[config.mk]
export PLATFORM = sky130hd
export DESIGN_NAME = indirect_agu
export DESIGN_NICKNAME = d
export VERILOG_FILES = /design/src/rtl/agu_pkg.sv /design/src/rtl/agu_datapath.sv /design/src/rtl/agu_control.sv /design/src/rtl/indirect_agu.sv
export SDC_FILE = /design/constraint.sdc
export NUM_CORES = 1
export LEC_CHECK = 0
export BUFFER_PORTS_ARGS = -buffer_cell sky130_fd_sc_hd__clkbuf_2
export CAP_MARGIN = 20
export CORE_ASPECT_RATIO = 0.9
export CORE_UTILIZATION = 45
export CTS_BUF_LIST = sky130_fd_sc_hd__clkbuf_8 sky130_fd_sc_hd__clkbuf_16
export DETAILED_ROUTE_END_ITERATION = 12
export HOLD_SLACK_MARGIN = 0.02
export PLACE_DENSITY = 0.82
export SETUP_SLACK_MARGIN = 0.05
export SYNTH_ARGS = -nofsm -noshare
export SYNTH_HDL_FRONTEND = slang
export SYNTH_HIERARCHICAL = 1
export SYNTH_SLANG_ARGS = --single-unit
[constraint.sdc]
create_clock -name clk -period 2.3 [get_ports clk]
set_clock_uncertainty 0.2 [all_clocks]
set_input_delay 0.115 -clock clk [delete_from_list [all_inputs] [get_ports clk]]
set_output_delay 0.115 -clock clk [all_outputs]
set_load 0.02 [all_outputs]
[src/rtl/agu_pkg.sv]
package agu_pkg;

  // Bank register select codes
  localparam logic [1:0] BANK_DATA  = 2'd0;
  localparam logic [1:0] BANK_EXTRA = 2'd1;
  localparam logic [1:0] BANK_SYS   = 2'd2;
  localparam logic [1:0] BANK_USER  = 2'd3;

  // Strobes from control to datapath
  typedef struct packed {
    logic latch;   // capture operation and base address
    logic take;    // a byte handshake completes this cycle
    logic commit;  // write back pointer and accumulator
  } agu_strobe_t;

  // Number of bytes moved for a size code
  function automatic logic [2:0] sizeBytes(input logic [1:0] code);
    case (code)
      2'd0:    sizeBytes = 3'd1;
      2'd1:    sizeBytes = 3'd2;
      default: sizeBytes = 3'd4;
    endcase
  endfunction

endpackage

[src/rtl/agu_datapath.sv]
module agu_datapath
  import agu_pkg::*;
#(
  parameter int PTR_W  = 16,
  parameter int BANK_W = 8
) (
  input  logic                      clk,
  input  logic                      rstN,
  input  logic                      ptrWrEn,
  input  logic [1:0]                ptrWrIdx,
  input  logic [PTR_W-1:0]          ptrWrData,
  input  logic                      bankWrEn,
  input  logic [1:0]                bankWrSel,
  input  logic [BANK_W-1:0]         bankWrData,
  input  logic                      accWrEn,
  input  logic [2*PTR_W-1:0]        accWrData,
  input  logic                      stackSel,
  input  logic [1:0]                ptrRdIdx,
  output logic [PTR_W-1:0]          ptrRdData,
  output logic [2*PTR_W-1:0]        accOut,
  input  logic [1:0]                opIdx,
  input  logic [1:0]                opSize,
  input  logic                      opPostInc,
  input  logic                      opWrite,
  input  logic                      opToAcc,
  input  logic [2*PTR_W-1:0]        opWrData,
  input  agu_strobe_t               strobe,
  input  logic [$clog2(2*PTR_W/8)-1:0] byteIdx,
  output logic [PTR_W+BANK_W-1:0]   memAddr,
  output logic                      memWe,
  output logic [7:0]                memWData,
  input  logic [7:0]                memRData,
  output logic [2*PTR_W-1:0]        rdData
);

  localparam int NUM_PTR  = 4;
  localparam int NUM_BANK = 4;
  localparam int DATA_W   = 2 * PTR_W;

  logic [PTR_W-1:0]  ptrArr [NUM_PTR];
  logic [BANK_W-1:0] bankQ  [NUM_BANK];

  logic [1:0]        idxQ;
  logic [1:0]        sizeQ;
  logic              postIncQ;
  logic              writeQ;
  logic              toAccQ;
  logic [PTR_W-1:0]  basePtrQ;
  logic [BANK_W-1:0] baseBankQ;
  logic [PTR_W-1:0]  stepQ;
  logic [DATA_W-1:0] wdataQ;
  logic [DATA_W-1:0] rdBufQ;
  logic [DATA_W-1:0] accQ;
  logic [BANK_W-1:0] bankPick;

  // Pointer registers: explicit write has priority over post-increment
  for (genvar i = 0; i < NUM_PTR; i++) begin : g_ptr
    logic [PTR_W-1:0] ptrQ;
    always_ff @(posedge clk) begin
      if (!rstN) begin
        ptrQ <= '0;
      end else if (ptrWrEn && (ptrWrIdx == 2'(i))) begin
        ptrQ <= ptrWrData;
      end else if (strobe.commit && postIncQ && (idxQ == 2'(i))) begin
        ptrQ <= basePtrQ + stepQ;
      end
    end
    assign ptrArr[i] = ptrQ;
  end

  // Bank registers: only written through the bank write port
  always_ff @(posedge clk) begin
    if (!rstN) begin
      for (int b = 0; b < NUM_BANK; b++) bankQ[b] <= '0;
    end else if (bankWrEn) begin
      bankQ[bankWrSel] <= bankWrData;
    end
  end

  // Bank choice follows the pointer index
  always_comb begin
    case (opIdx)
      2'd0, 2'd1: bankPick = bankQ[BANK_DATA];
      2'd2:       bankPick = bankQ[BANK_EXTRA];
      default:    bankPick = stackSel ? bankQ[BANK_SYS] : bankQ[BANK_USER];
    endcase
  end

  // Operation capture
  always_ff @(posedge clk) begin
    if (!rstN) begin
      idxQ      <= '0;
      sizeQ     <= '0;
      postIncQ  <= 1'b0;
      writeQ    <= 1'b0;
      toAccQ    <= 1'b0;
      basePtrQ  <= '0;
      baseBankQ <= '0;
      stepQ     <= '0;
      wdataQ    <= '0;
    end else if (strobe.latch) begin
      idxQ      <= opIdx;
      sizeQ     <= opSize;
      postIncQ  <= opPostInc;
      writeQ    <= opWrite;
      toAccQ    <= opToAcc;
      basePtrQ  <= ptrArr[opIdx];
      baseBankQ <= bankPick;
      stepQ     <= PTR_W'(sizeBytes(opSize));
      wdataQ    <= opWrData;
    end
  end

  // Read assembly, little-endian
  always_ff @(posedge clk) begin
    if (!rstN) begin
      rdBufQ <= '0;
    end else if (strobe.latch) begin
      rdBufQ <= '0;
    end else if (strobe.take && !writeQ) begin
      rdBufQ[{byteIdx, 3'b000} +: 8] <= memRData;
    end
  end

  // Accumulator: short loads shift the old low half up
  always_ff @(posedge clk) begin
    if (!rstN) begin
      accQ <= '0;
    end else if (accWrEn) begin
      accQ <= accWrData;
    end else if (strobe.commit && toAccQ && !writeQ) begin
      if (sizeQ[1]) accQ <= rdBufQ;
      else          accQ <= {accQ[PTR_W-1:0], rdBufQ[PTR_W-1:0]};
    end
  end

  assign memAddr   = {baseBankQ, basePtrQ + PTR_W'(byteIdx)};
  assign memWe     = writeQ;
  assign memWData  = wdataQ[{byteIdx, 3'b000} +: 8];
  assign rdData    = rdBufQ;
  assign accOut    = accQ;
  assign ptrRdData = ptrArr[ptrRdIdx];

endmodule

[src/rtl/agu_control.sv]
module agu_control
  import agu_pkg::*;
#(
  parameter int IDX_W = 2
) (
  input  logic             clk,
  input  logic             rstN,
  input  logic             opValid,
  input  logic [1:0]       opSize,
  output logic             opReady,
  output logic             memReqValid,
  input  logic             memReqReady,
  output agu_strobe_t      strobe,
  output logic [IDX_W-1:0] byteIdx,
  output logic             done
);

  typedef enum logic [1:0] {ST_IDLE, ST_XFER, ST_COMMIT} agu_state_t;

  agu_state_t       stateQ;
  logic [IDX_W-1:0] cntQ;
  logic [IDX_W-1:0] lastQ;
  logic             doneQ;
  logic [2:0]       nBytes;

  assign nBytes = sizeBytes(opSize);

  always_ff @(posedge clk) begin
    if (!rstN) begin
      stateQ <= ST_IDLE;
      cntQ   <= '0;
      lastQ  <= '0;
      doneQ  <= 1'b0;
    end else begin
      doneQ <= 1'b0;
      case (stateQ)
        ST_IDLE: begin
          if (opValid) begin
            cntQ   <= '0;
            lastQ  <= IDX_W'(nBytes - 3'd1);
            stateQ <= ST_XFER;
          end
        end
        ST_XFER: begin
          if (memReqReady) begin
            if (cntQ == lastQ) stateQ <= ST_COMMIT;
            else               cntQ   <= cntQ + 1'b1;
          end
        end
        ST_COMMIT: begin
          doneQ  <= 1'b1;
          stateQ <= ST_IDLE;
        end
        default: stateQ <= ST_IDLE;
      endcase
    end
  end

  assign opReady       = (stateQ == ST_IDLE);
  assign memReqValid   = (stateQ == ST_XFER);
  assign strobe.latch  = opReady && opValid;
  assign strobe.take   = memReqValid && memReqReady;
  assign strobe.commit = (stateQ == ST_COMMIT);
  assign byteIdx       = cntQ;
  assign done          = doneQ;

endmodule

[src/rtl/indirect_agu.sv]
module indirect_agu
  import agu_pkg::*;
#(
  parameter int PTR_W  = 16,
  parameter int BANK_W = 8
) (
  input  logic                    clk,
  input  logic                    rstN,
  input  logic                    ptrWrEn,
  input  logic [1:0]              ptrWrIdx,
  input  logic [PTR_W-1:0]        ptrWrData,
  input  logic                    bankWrEn,
  input  logic [1:0]              bankWrSel,
  input  logic [BANK_W-1:0]       bankWrData,
  input  logic                    accWrEn,
  input  logic [2*PTR_W-1:0]      accWrData,
  input  logic                    stackSel,
  input  logic [1:0]              ptrRdIdx,
  output logic [PTR_W-1:0]        ptrRdData,
  output logic [2*PTR_W-1:0]      accOut,
  input  logic                    opValid,
  output logic                    opReady,
  input  logic [1:0]              opIdx,
  input  logic [1:0]              opSize,
  input  logic                    opPostInc,
  input  logic                    opWrite,
  input  logic                    opToAcc,
  input  logic [2*PTR_W-1:0]      opWrData,
  output logic                    memReqValid,
  input  logic                    memReqReady,
  output logic [PTR_W+BANK_W-1:0] memAddr,
  output logic                    memWe,
  output logic [7:0]              memWData,
  input  logic [7:0]              memRData,
  output logic [2*PTR_W-1:0]      rdData,
  output logic                    done
);

  localparam int MAX_BYTES = 2 * PTR_W / 8;
  localparam int IDX_W     = $clog2(MAX_BYTES);

  agu_strobe_t      strobe;
  logic [IDX_W-1:0] byteIdx;

  agu_control #(.IDX_W(IDX_W)) u_ctrl (
    .clk(clk), .rstN(rstN),
    .opValid(opValid), .opSize(opSize), .opReady(opReady),
    .memReqValid(memReqValid), .memReqReady(memReqReady),
    .strobe(strobe), .byteIdx(byteIdx), .done(done)
  );

  agu_datapath #(.PTR_W(PTR_W), .BANK_W(BANK_W)) u_dp (
    .clk(clk), .rstN(rstN),
    .ptrWrEn(ptrWrEn), .ptrWrIdx(ptrWrIdx), .ptrWrData(ptrWrData),
    .bankWrEn(bankWrEn), .bankWrSel(bankWrSel), .bankWrData(bankWrData),
    .accWrEn(accWrEn), .accWrData(accWrData),
    .stackSel(stackSel), .ptrRdIdx(ptrRdIdx), .ptrRdData(ptrRdData),
    .accOut(accOut),
    .opIdx(opIdx), .opSize(opSize), .opPostInc(opPostInc),
    .opWrite(opWrite), .opToAcc(opToAcc), .opWrData(opWrData),
    .strobe(strobe), .byteIdx(byteIdx),
    .memAddr(memAddr), .memWe(memWe), .memWData(memWData),
    .memRData(memRData), .rdData(rdData)
  );

endmodule

==> results.cfg <==
[outcome]
status = finished, violations left
violations = negative setup slack

[setup_path]
rrSetupSlack_ps = -80
critPathBufInv = 1
crit_fanout = 8
cp_slowest_cell = dfxtp_2
path_cells = nand4_4 -> or3_4 -> nor2_4 -> xor2_1 -> buf_4
cp.required_ps = 1990
criticalPathCategory = reg -> out
r2r_start = u_dp/basePtrQ[0]
cp-end-kind = primary output
cp.arrival_ps = 2180
r2r.worst_path.cells = 9
cp-start-kind = flip-flop
crit_cells = 5
r2r_end = u_dp/g_ptr[2].ptrQ[8]
path_delay_family = simple AND/OR/NAND/NOR gates
critPathMaxStageDelay_ps = 470

[global_route]
grt_pass1_wl_um = 58200
grt_pass1_vias = 10898
globalRouteOverflowTotal = 0
grt_max_degree = 74
antenna_found_initial = 1
grt_usage = 0.283

[timing]
min_period_ps = 2490
max_freq_mhz = 401
hold_violations = 0
slew_viol_final = 0
setup_viol = 26
timing.setup.tns_ps = -1640
maxSlewHeadroom = 0.481
setup_ws_ps = -193
post-route-period-util = 1.08
worstMarginPinSlew_ps = 777
rsz0062_at_grt = yes
whs_ps = 77.7

[floorplanning]
core-area_mm2 = 0.0251
die_w_um = 171
die_h_um = 154
start_util = 0.458
io_pins = 233
die_area_mm2 = 0.0262
fp-row-count = 55

[placement]
gp_congestion = 0.898
dp_slack_ps = 26.1
place_inst = 1694
placed_area_mm2 = 0.0132
dp_hpwl_um = 23800
portBuffers = 232

[logic_synthesis]
synth.distinct_cells = 65
syn_area_mm2 = 0.0115
yosysTopAreaCellShare = 0.348
ys_ff_latch = 232
ys_warn_count = 6
syn_area_per_cell_um2 = 10.0
synth_flop_cell = dfxtp_1
synth_edf_count = 32
synth_seq_area_share = 0.431
async_flop_share = 0
synthTopCellsByArea = dfxtp_1 (35%), mux2i_1 (9.1%), edfxtp_1 (8.3%), mux4_2 (7.8%), nor2_1 (4.4%)
yosys.area.top_type = dfxtp_1
syn_nets = 1276
syn_inst = 1147

[cts]
clk_pin_slew_ps = 60
htree_num_levels = 1
clk-insertion-delay-late_ps = 530
cts-root-buf = clkbuf_16
cts_inserted_buffers = 25
tritoncts = built
cts_num_sinks = 232
clock_path_buffers = 3

[cells_and_area]
fillers = 1871
fin_area_mm2 = 0.0158
final_common_cell = clkbuf_2
drive_gt1_frac = 0.302
final-instance-count-excl-fill = 1873
areaGrowthSynthToFinish_pct = 37.1
final_nets = 1643
final_cell_mix = clkbuf_2 (217), dfxtp_1 (192), nand2_1 (130), nor2_1 (127), dlygate4sd3_1 (120)

[route]
totalWireLength_um = 38400
first_iter_violations = 1048
num_vias = 10872
drc_errors = 0
post_drt_wl_per_cell_um = 20.5
viasPerCell = 5.80
dr.pass1.iters = 5
ant_nets = 0

[hold_path]
min_to = u_ctrl/stateQ[0]
min_path_type = in -> reg
hold_depth = 3
hold_start = opValid

[power]
ir_drop_mv = 0.661
net-switching-power_mw = 2.60
swShare = 0.263
intPower_mw = 7.29
combPwrFrac = 0.154
p_leak_nw = 6.88
power_density_mw_per_mm2 = 627
power_frac_clock = 0.395
seqPwrFrac = 0.451

[run]
maxCapViolCount = 0
-- cell families after synthesis --
kind of cell               Yosys count  synth area share
and+or+nand+nor                    435             0.185
DFF                                232             0.431
AOI/OAI and AO/OA                  197             0.134
muxes                              145             0.170
buffers and inverters               96            0.0434
xor gates and xnor gates            30            0.0235
adders and majority gates           12            0.0143
-- per-stage QoR --
stage	utilization	power, mW
after global routing	0.628	10.2
after detailed placement	0.526	5.81
after CTS	0.616	9.87
after floorplan	-	5.34
final	0.628	9.89
after global placement	0.526	5.77
-- synthesized netlist by cell type, drive strengths merged, types with 11 or more instances --
master / instances
dfxtp: 200
a21oi: 20
o211a: 32
nand3: 22
clkbuf: 47
nor2: 136
a21boi: 23
a22oi: 32
buf: 35
o32ai: 40
xnor2: 15
and2: 27
mux2i: 105
o21ai: 27
inv: 11
nand2: 136
edfxtp: 32
nor2b: 57
xor2: 15
mux4: 40
-- flip-flops by register name (all words and copies together) (netlist names), 2 cells and up --
signal and count:
u_dp/wdataQ 32, u_dp/basePtrQ 16, u_ctrl/lastQ 2, u_dp/idxQ 2
u_dp/baseBankQ 8, u_dp/g_ptr.ptrQ 64, u_dp/accOut 32, u_dp/bankQ 32
u_dp/rdData 32, u_ctrl/stateQ 2, u_ctrl/byteIdx 2, u_dp/stepQ 3
-- worst max-delay path by stage --
stage	startpoint	end	slack, ps
2_1_floorplan	u_ctrl/byteIdx[1]	memAddr[14]	60
3_3_place_gp	u_dp/basePtrQ[0]	u_dp/g_ptr[1].ptrQ[14]	110
3_5_place_dp	u_dp/basePtrQ[0]	u_dp/g_ptr[3].ptrQ[10]	30
4_1_cts	u_dp/basePtrQ[0]	memAddr[6]	-190
5_1_grt	u_ctrl/byteIdx[0]	memAddr[14]	-280
6_report	u_dp/basePtrQ[6]	memAddr[13]	-190
-- routing by layer --
metal,track usage,part of all wire,vias up
li1,-,-,4843
met1,0.359,0.38,5163
met2,0.445,0.46,702
met3,0.0726,0.11,164
met4,0.146,0.046,0
met5,0,0,-
-- layout make-up --
class                           instances  area [um2]  share of cell area
Multi-Input combinational cell        819        6430               0.408
Timing Repair Buffer                  424        3080               0.195
Sequential cell                       232        4980               0.315
Clock buffer                           34         749              0.0475
Inverter                               12        57.6             0.00365
Antenna cell                            1        2.50            0.000159
Tap cell                              342         428              0.0271
Clock inverter                          9        55.1             0.00349
-- power groups by stage --
| stage | Sequential [mW] | Clock [mW] | Combinational (mW) |
|---|---|---|---|
| floorplan | 4.56 | 0 | 0.780 |
| global placement | 4.52 | 0 | 1.25 |
| detailed placement | 4.53 | 0 | 1.27 |
| CTS | 4.45 | 3.97 | 1.46 |
| global route | 4.48 | 4.14 | 1.62 |
| finish | 4.46 | 3.91 | 1.52 |
-- tightest hold or removal path: stages --
cell and delay [ps]:
clkbuf_2 70, or3b_1 420, a31oi_1 140
-- what timing repair did --
item,CTS,global route
endpoints found under the setup margin,29,70
pin swaps,17,49
buffers inserted,5,10
hold endpoints to repair,214,0
resized for setup,46,56
hold buffers,120,0
(Power assumes the default switching activity.)
